[src/rtl/tx_pkt_mux_pkg.sv]
package tx_pkt_mux_pkg;

  // Arbiter phases: waiting between packets, one-cycle grant after a switch,
  // and forwarding a packet.
  typedef enum logic [1:0] {
    ST_IDLE   = 2'd0,
    ST_GRANT  = 2'd1,
    ST_ACTIVE = 2'd2
  } muxState_t;

  // Strobes from control to datapath for one cycle.
  typedef struct packed {
    logic load;   // capture the selected source word into the output register
    logic last;   // the captured word ends its packet
  } dpStrobe_t;

endpackage

[src/rtl/tx_pkt_mux_ctrl.sv]
module tx_pkt_mux_ctrl
  import tx_pkt_mux_pkg::*;
#(
  parameter int NUM_CH = 4,
  localparam int SEL_W = $clog2(NUM_CH)
) (
  input  logic              clk,
  input  logic              rstN,
  input  logic [NUM_CH-1:0] srcValid,
  input  logic [NUM_CH-1:0] srcEop,
  input  logic              outFree,
  output logic [NUM_CH-1:0] srcReady,
  output logic [SEL_W-1:0]  chSel,
  output logic              inPkt,
  output dpStrobe_t         strobe
);

  // NUM_CH is expected to be a power of two (>= 2) so the scan index wraps
  // by truncation.
  muxState_t        state;
  logic             readyAct;
  logic             fire;
  logic             found;
  logic [SEL_W-1:0] nextCh;

  assign readyAct = (state == ST_ACTIVE) && outFree;
  assign fire     = readyAct && srcValid[chSel];
  assign inPkt    = (state == ST_ACTIVE);

  assign strobe.load = fire;
  assign strobe.last = fire && srcEop[chSel];

  for (genvar g = 0; g < NUM_CH; g++) begin : g_ready
    assign srcReady[g] = readyAct && (chSel == SEL_W'(g));
  end

  // Round-robin scan over the other channels, nearest after chSel first.
  always_comb begin
    logic [SEL_W-1:0] idx;
    found  = 1'b0;
    nextCh = chSel;
    for (int k = 1; k < NUM_CH; k++) begin
      idx = chSel + SEL_W'(k);
      if (!found && srcValid[idx]) begin
        found  = 1'b1;
        nextCh = idx;
      end
    end
  end

  always_ff @(posedge clk or negedge rstN) begin
    if (!rstN) begin
      state <= ST_IDLE;
      chSel <= '0;
    end else begin
      unique case (state)
        ST_IDLE: begin
          if (found) begin
            chSel <= nextCh;
            state <= ST_GRANT;
          end else if (srcValid[chSel]) begin
            state <= ST_ACTIVE;
          end
        end
        ST_GRANT:  state <= srcValid[chSel] ? ST_ACTIVE : ST_IDLE;
        ST_ACTIVE: if (strobe.last) state <= ST_IDLE;
        default:   state <= ST_IDLE;
      endcase
    end
  end

endmodule

[src/rtl/tx_pkt_mux_dp.sv]
module tx_pkt_mux_dp
  import tx_pkt_mux_pkg::*;
#(
  parameter int NUM_CH = 4,
  parameter int DATA_W = 32,
  localparam int SEL_W = $clog2(NUM_CH)
) (
  input  logic                     clk,
  input  logic                     rstN,
  input  logic [NUM_CH*DATA_W-1:0] srcData,
  input  logic [SEL_W-1:0]         chSel,
  input  dpStrobe_t                strobe,
  input  logic                     mTready,
  output logic                     mTvalid,
  output logic [DATA_W-1:0]        mTdata,
  output logic                     mTlast,
  output logic                     outFree
);

  logic [DATA_W-1:0] lane [NUM_CH];

  for (genvar g = 0; g < NUM_CH; g++) begin : g_lane
    assign lane[g] = srcData[g*DATA_W +: DATA_W];
  end

  // The register can take a new word when empty or when its word leaves now.
  assign outFree = !mTvalid || mTready;

  always_ff @(posedge clk or negedge rstN) begin
    if (!rstN) begin
      mTvalid <= 1'b0;
      mTdata  <= '0;
      mTlast  <= 1'b0;
    end else if (strobe.load) begin
      mTvalid <= 1'b1;
      mTdata  <= lane[chSel];
      mTlast  <= strobe.last;
    end else if (mTready) begin
      mTvalid <= 1'b0;
    end
  end

endmodule

[src/rtl/tx_pkt_mux.sv]
module tx_pkt_mux
  import tx_pkt_mux_pkg::*;
#(
  parameter int NUM_CH = 4,
  parameter int DATA_W = 32,
  localparam int SEL_W = $clog2(NUM_CH)
) (
  input  logic                     clk,
  input  logic                     rstN,
  input  logic [NUM_CH-1:0]        srcValid,
  input  logic [NUM_CH*DATA_W-1:0] srcData,
  input  logic [NUM_CH-1:0]        srcEop,
  output logic [NUM_CH-1:0]        srcReady,
  output logic                     mTvalid,
  output logic [DATA_W-1:0]        mTdata,
  output logic                     mTlast,
  input  logic                     mTready
);

  dpStrobe_t        strobe;
  logic [SEL_W-1:0] chSel;
  logic             inPkt;
  logic             outFree;

  tx_pkt_mux_ctrl #(.NUM_CH(NUM_CH)) u_ctrl (
    .clk      (clk),
    .rstN     (rstN),
    .srcValid (srcValid),
    .srcEop   (srcEop),
    .outFree  (outFree),
    .srcReady (srcReady),
    .chSel    (chSel),
    .inPkt    (inPkt),
    .strobe   (strobe)
  );

  tx_pkt_mux_dp #(.NUM_CH(NUM_CH), .DATA_W(DATA_W)) u_dp (
    .clk     (clk),
    .rstN    (rstN),
    .srcData (srcData),
    .chSel   (chSel),
    .strobe  (strobe),
    .mTready (mTready),
    .mTvalid (mTvalid),
    .mTdata  (mTdata),
    .mTlast  (mTlast),
    .outFree (outFree)
  );

endmodule

[config.mk]
export PLATFORM = sky130hd
export DESIGN_NAME = tx_pkt_mux
export DESIGN_NICKNAME = d
export VERILOG_FILES = /design/src/rtl/tx_pkt_mux_pkg.sv /design/src/rtl/tx_pkt_mux_ctrl.sv /design/src/rtl/tx_pkt_mux_dp.sv /design/src/rtl/tx_pkt_mux.sv
export SDC_FILE = /design/constraint.sdc
export NUM_CORES = 1
export LEC_CHECK = 0
export CELL_PAD_IN_SITES_DETAIL_PLACEMENT = 1
export CELL_PAD_IN_SITES_GLOBAL_PLACEMENT = 1
export CORE_ASPECT_RATIO = 2
export CORE_MARGIN = 2
export CORE_UTILIZATION = 27
export DETAILED_ROUTE_END_ITERATION = 7
export PLACE_DENSITY_LB_ADDON = 0.1
export SLEW_MARGIN = 20
export SYNTH_ARGS = -nofsm -noshare
export SYNTH_HDL_FRONTEND = slang
export SYNTH_SLANG_ARGS = --single-unit
[constraint.sdc]
create_clock -name clk -period 3.2 [get_ports clk]
set_clock_uncertainty 0.15 [all_clocks]
set_input_delay 0.48 -clock clk [delete_from_list [all_inputs] [get_ports clk]]
set_output_delay 0.48 -clock clk [all_outputs]
set_load 0.005 [all_outputs]
### Word-level counts from Yosys, hierarchy flattened

Cells that the tools add are included.

| storage, ports and cells | value |
|---|---|
| register bits | 38 |
| input port bits | 139 |
| logic and storage cells | 66 |

| cells by class | value |
|---|---|
| mux-type cells | 26 |
| equal/unequal tests | 7 |
| bitwise operators | 1 |
| add/subtract/negate cells | 3 |
| magnitude comparators | 5 |
| reductions and logical operators | 19 |

Operator list:

| cell | count |
|---|---|
| binary-select mux 32 bit (select 2 bit) | 1 |
| two-way mux 32 bit | 2 |
| two-way mux 2 bit | 7 |
| < comparator 2 x 3 -> 1 bit, second input constant | 4 |
| binary-select mux 1 bit (select 2 bit) | 5 |
| two-way mux 1 bit | 10 |
| logical AND 1 bit | 9 |
| == test 2 bit, second input constant | 3 |
| case mux 2 bit (3 select lines) | 1 |
| adder 2 bit, second input constant | 2 |
| == test 2 x 1 -> 1 bit, second input constant | 2 |
| logical NOT 2 bit | 2 |
| greater-or-equal comparator 3 bit, second input constant | 1 |
| logical NOT 1 bit | 3 |
| != test 3 x 1 -> 1 bit, second input constant | 1 |
| NOT 2 -> 3 bit | 1 |
| AND reduction 3 bit | 1 |
| nonzero test 3 bit | 1 |
| adder 2 x 1 -> 2 bit, second input constant | 1 |
| != test 2 x 1 -> 1 bit, second input constant | 1 |
| AND reduction 2 bit | 1 |
| nonzero test 2 bit | 1 |
| logical OR 1 bit | 1 |

### Logic depth before layout (Yosys ltp)

| logic depth | value |
|---|---|
| depth in word-level cells | 12 |
| gate-level depth with buffers | 8 |
| mapped depth without buffers | 6 |

### Modules after synthesis

Synthesis repeated with hierarchy kept, for this count alone.

| unflattened totals | value |
|---|---|
| cells, all modules | 225 |
| area, all modules | 2586.2 um^2 |

By module, submodules not included:

| module | area each (um^2) | cells each | times used | seq. area each (um^2) |
|---|---|---|---|---|
| tx_pkt_mux_dp | 2115.8 | 183 | 1 | 850.8 |
| tx_pkt_mux_ctrl | 470.5 | 42 | 1 | 100.1 |

### Least setup slack after synthesis

OpenSTA, ideal clock, no wires.

| path | value |
|---|---|
| kind | register to register |
| start | register u_ctrl.chSel[1] |
| end | register u_ctrl.chSel[1] |
| stages on the path, launching flop included | 9 |
| library setup time | 90 ps |
| data arrival time | 2502 ps |
| data required time | 2960 ps |
| path buffers | 2 |
| setup slack | 458 ps |
| path through | dfrtp_1 -> buf_2 -> buf_1 -> inv_1 -> ha_1 -> mux4_2 -> a2111oi_2 -> o21ai_1 -> o2111ai_1 |

| between the ends | value |
|---|---|
| cells in the longest elaborated chain, start to end | 11 |
| elaborated cells on any way between the ends | 21 |
| classes of those cells | add/sub: 3; mux: 12; reduce/logical: 6 |

Ends and longest elaborated chain:

| item | line | text |
|---|---|---|
| from (decl) | tx_pkt_mux_ctrl.sv:13 | `output logic [SEL_W-1:0] chSel,` |
| from (signal assigned) | tx_pkt_mux_ctrl.sv:59 | `chSel <= nextCh;` |
| adder 2 x 1 -> 2 bit | tx_pkt_mux_ctrl.sv:43 | `idx = chSel + SEL_W'(k);` |
| binary-select mux 1 bit (select 2 bit) | tx_pkt_mux_ctrl.sv:44 | `if (!found && srcValid[idx]) begin` |
| two-way mux 1 bit (not written as such) | tx_pkt_mux_ctrl.sv:44 |  |
| two-way mux 1 bit | tx_pkt_mux_ctrl.sv:44 |  |
| logical NOT 1 bit | tx_pkt_mux_ctrl.sv:44 |  |
| logical AND 1 bit | tx_pkt_mux_ctrl.sv:44 |  |
| two-way mux 1 bit | tx_pkt_mux_ctrl.sv:44 |  |
| logical NOT 1 bit | tx_pkt_mux_ctrl.sv:44 |  |
| logical AND 1 bit | tx_pkt_mux_ctrl.sv:44 |  |
| nonzero test 3 bit (no source line) / two-way mux 1 bit (equally long branches) | n/a |  |
| AND reduction 3 bit (no source line) | n/a |  |

Parallel ways exist; a longest one is shown, timed or not. The select of a mux whose other input is x is not followed.
A chain may end at the register's enable or synchronous reset.

### Worst setup path in the final report

| path | value |
|---|---|
| start | input port mTready |
| end | output port srcReady[3] |

| between the ends | value |
|---|---|
| cells in the longest elaborated chain, start to end | 3 |

Ends and longest elaborated chain:

| item | line | text |
|---|---|---|
| from (decl) | tx_pkt_mux.sv:17 | `input logic mTready` |
| logical OR 1 bit | tx_pkt_mux_dp.sv:27 | `assign outFree = !mTvalid \|\| mTready;` |
| logical AND 1 bit | tx_pkt_mux_ctrl.sv:26 | `assign readyAct = (state == ST_ACTIVE) && outFree;` |
| logical AND 1 bit | tx_pkt_mux_ctrl.sv:34 | `assign srcReady[g] = readyAct && (chSel == SEL_W'(g));` |
| to (decl) | tx_pkt_mux.sv:13 | `output logic [NUM_CH-1:0] srcReady,` |

Every way passes these cells.

==> impl_metrics.toml <==
[cts]
root_buffer = "clkbuf_16"
tritoncts = "yes"
ctsHoldBuffers = 0
ctsResizeCount = 0
cts_sinks = 38
htreeDepth = 2
clk_latency_ns = 0.28
cts_setup_buffers = 0
clk_pin_slew_ns = 0.05
cts-buffers-inserted = 5
clockBufferDepth = 2

[floorplan]
initial_core_util_pct = 27.4
core_area_um2 = 9640
die_h_um = 144
die-area_um2 = 10600
rows = 51
die_w_um = 74.0
ios = 177

[timing]
rsz0062_at_grt = "false"
finalSetupViolCount = 0
max_freq_ghz = 0.378
tns_ns = 0
fin_crit_ns = 2.65
worst-slew-pin-transition_ns = 0.881
period_share_pct = 82.7
hold_violations = 0
slew_headroom_pct = 41.3
final_max_slew_viol_count = 0
fin_ws_ns = 0.555

[setup_path]
r2r-end = "u_dp.mTdata[12]"
arrival_ns = 2.02
rrSetupSlack_ns = 0.81
critPathMostFrequentCell = "clkdlybuf4s50_1"
reg2reg_depth = 5
required_ns = 2.57
reg2reg_from = "u_ctrl.chSel[1]"
crit_path_cell_trace = "clkdlybuf4s50_1 -> inv_1 -> a21oi_2 -> and2_1 -> clkdlybuf4s50_1"
critical-path-slowest-cell = "clkdlybuf4s50_1"
crit_type = "in2out"
cp-start-kind = "input pin"
critPathBufInv = 3
cp-end-kind = "output port"
crit_fanout = 6
path_delay_family = "buffers and inverters"
cpPeakStageDelay_ns = 0.51

[yosys]
avgSynthCellArea_um2 = 16.5
yosysUniqueCellTypes = 32
synth_area_leaders = "dfrtp_1 36%, mux4_2 31%, mux2_4 16%"
async_flop_share_pct = 100
synth_seq_cells = 38
synth-edff-count = 0
yosysWarningCount = 0
synthCells = 160
mappedNetlistNets = 303
synth_ff_type = "dfrtp_1"
synthesis.area_um2 = 2640
synth_commonest_cells = "38 x dfrtp_1, 36 x mux4_2, 28 x mux2_4"
post-synth-top-count-cell = "dfrtp_1"
yosysTopAreaCellShare_pct = 36.0
yosys.area.top_type = "dfrtp_1"
seq_area_frac_synth_pct = 36.0

[outcome]
status = "finished clean"

[global_route]
grt_pass1_vias = 2477
grt_pass1_wl_mm = 13.9
grt_remaining_overflow = 0
grt_max_degree = 41
antenna_found_initial = 0
grt_util_all_layers_pct = 18.0

[detailed_routing]
vias = 2224
drt_iter0_drc = 50
drtAntennaViolNets = 0
viasPerCell = 4.76
avgRoutedWirePerCell_um = 20.2
dr.pass1.iters = 4
drc = 0
finalWirelength_mm = 9.44

[final_layout]
n_antenna_cell = 0
nNetsFinal = 478
fin_cells = 467
areaGrowthSynthToFinish_pct = 75.1
drive_above_1_share_pct = 25.7
n_fill_cell = 1001

[placement]
io_buffer_count = 176
gp_congestion = 0.758
dp_hpwl_mm = 7.58
place_ws_ns = 0.511
dpl.cell_count = 460

[hold_path]
hp-class = "in2async"

[job]
max-cap-violations = 0

[power_and_ir_drop]
vdd_drop_max_uv = 384
cellPowerDensity_nw_per_um2 = 787
total_power_uw = 3640
total_leakage_power_uw = 0.00187
==> flip-flops by register name, summed over array words and instances (netlist names) <==
name,count
u_dp.mTvalid,1
u_dp.mTlast,1
u_ctrl.state,2
u_dp.mTdata,32
u_ctrl.chSel,2
==> cell type report <==
type | count | area [um2] | share of cell area, %
multi-input combinational | 106 | 1560 | 33.8
timing repair buffer | 180 | 1800 | 38.9
tap | 132 | 165 | 3.57
sequential | 38 | 953 | 20.6
clock buffer | 7 | 133 | 2.87
inverter | 4 | 15.0 | 0.324
==> logic make-up after synthesis <==
logic type	share of synthesized area, %
AND/OR/NAND/NOR	3.69
AO/OA/AOI/OAI	4.02
adder cells (fa/ha/maj)	1.89
flip-flops	36.0
buffers and inverters	4.88
multiplexers	49.5
==> placed cells by master (no fill, tap or decap), types with 3 or more instances in the layout <==
cell type and count:
mux4_2 36, nand2_1 3, and2_1 4, inv_1 4
o21ai_0 3, ha_1 4, mux2_2 5, nand3_1 3
buf_4 3, mux2_4 28, dfrtp_1 36, clkbuf_16 5
clkdlybuf4s50_1 175
==> metrics by stage <==
step	util (%)	area, um2	hold WS, ns
3_3_place_gp	46.7	4500	0.312
4_1_cts	48.0	4630	0.206
5_1_grt	48.0	4630	0.229
3_5_place_dp	46.7	4500	0.326
6_report	48.0	4630	0.171
2_1_floorplan	-	2640	0.0344
==> power breakdown <==
part	total [uW]	internal, uW	switching, uW
clock	461	285	176
combinational	2280	1460	822
sequential	901	737	164
total	3640	2480	1160
==> per-layer routing <==
metal | part of all wire (%) | vias up | track usage, %
met5 | 0 | - | 0
met4 | 1.9 | 0 | 6.03
met3 | 6.6 | 10 | 3.58
met2 | 60 | 95 | 35.5
met1 | 32 | 1132 | 17.7
li1 | - | 987 | -
==> worst max path at each step <==
| stage | cells past startpoint | startpoint | slack, ns | endpoint |
|---|---|---|---|---|
| after floorplan | 8 | u_ctrl.chSel[1] | 0.46 | u_ctrl.chSel[1] |
| after global placement | 5 | mTready | 0.58 | srcReady[3] |
| after detailed placement | 5 | srcValid[2] | 0.51 | u_dp.mTdata[12] |
| after CTS | 4 | u_ctrl.chSel[1] | 0.52 | srcReady[3] |
| after global routing | 5 | mTready | 0.45 | srcReady[3] |
| final | 5 | mTready | 0.55 | srcReady[3] |
No activity file was read; power rests on OpenSTA's default activity.
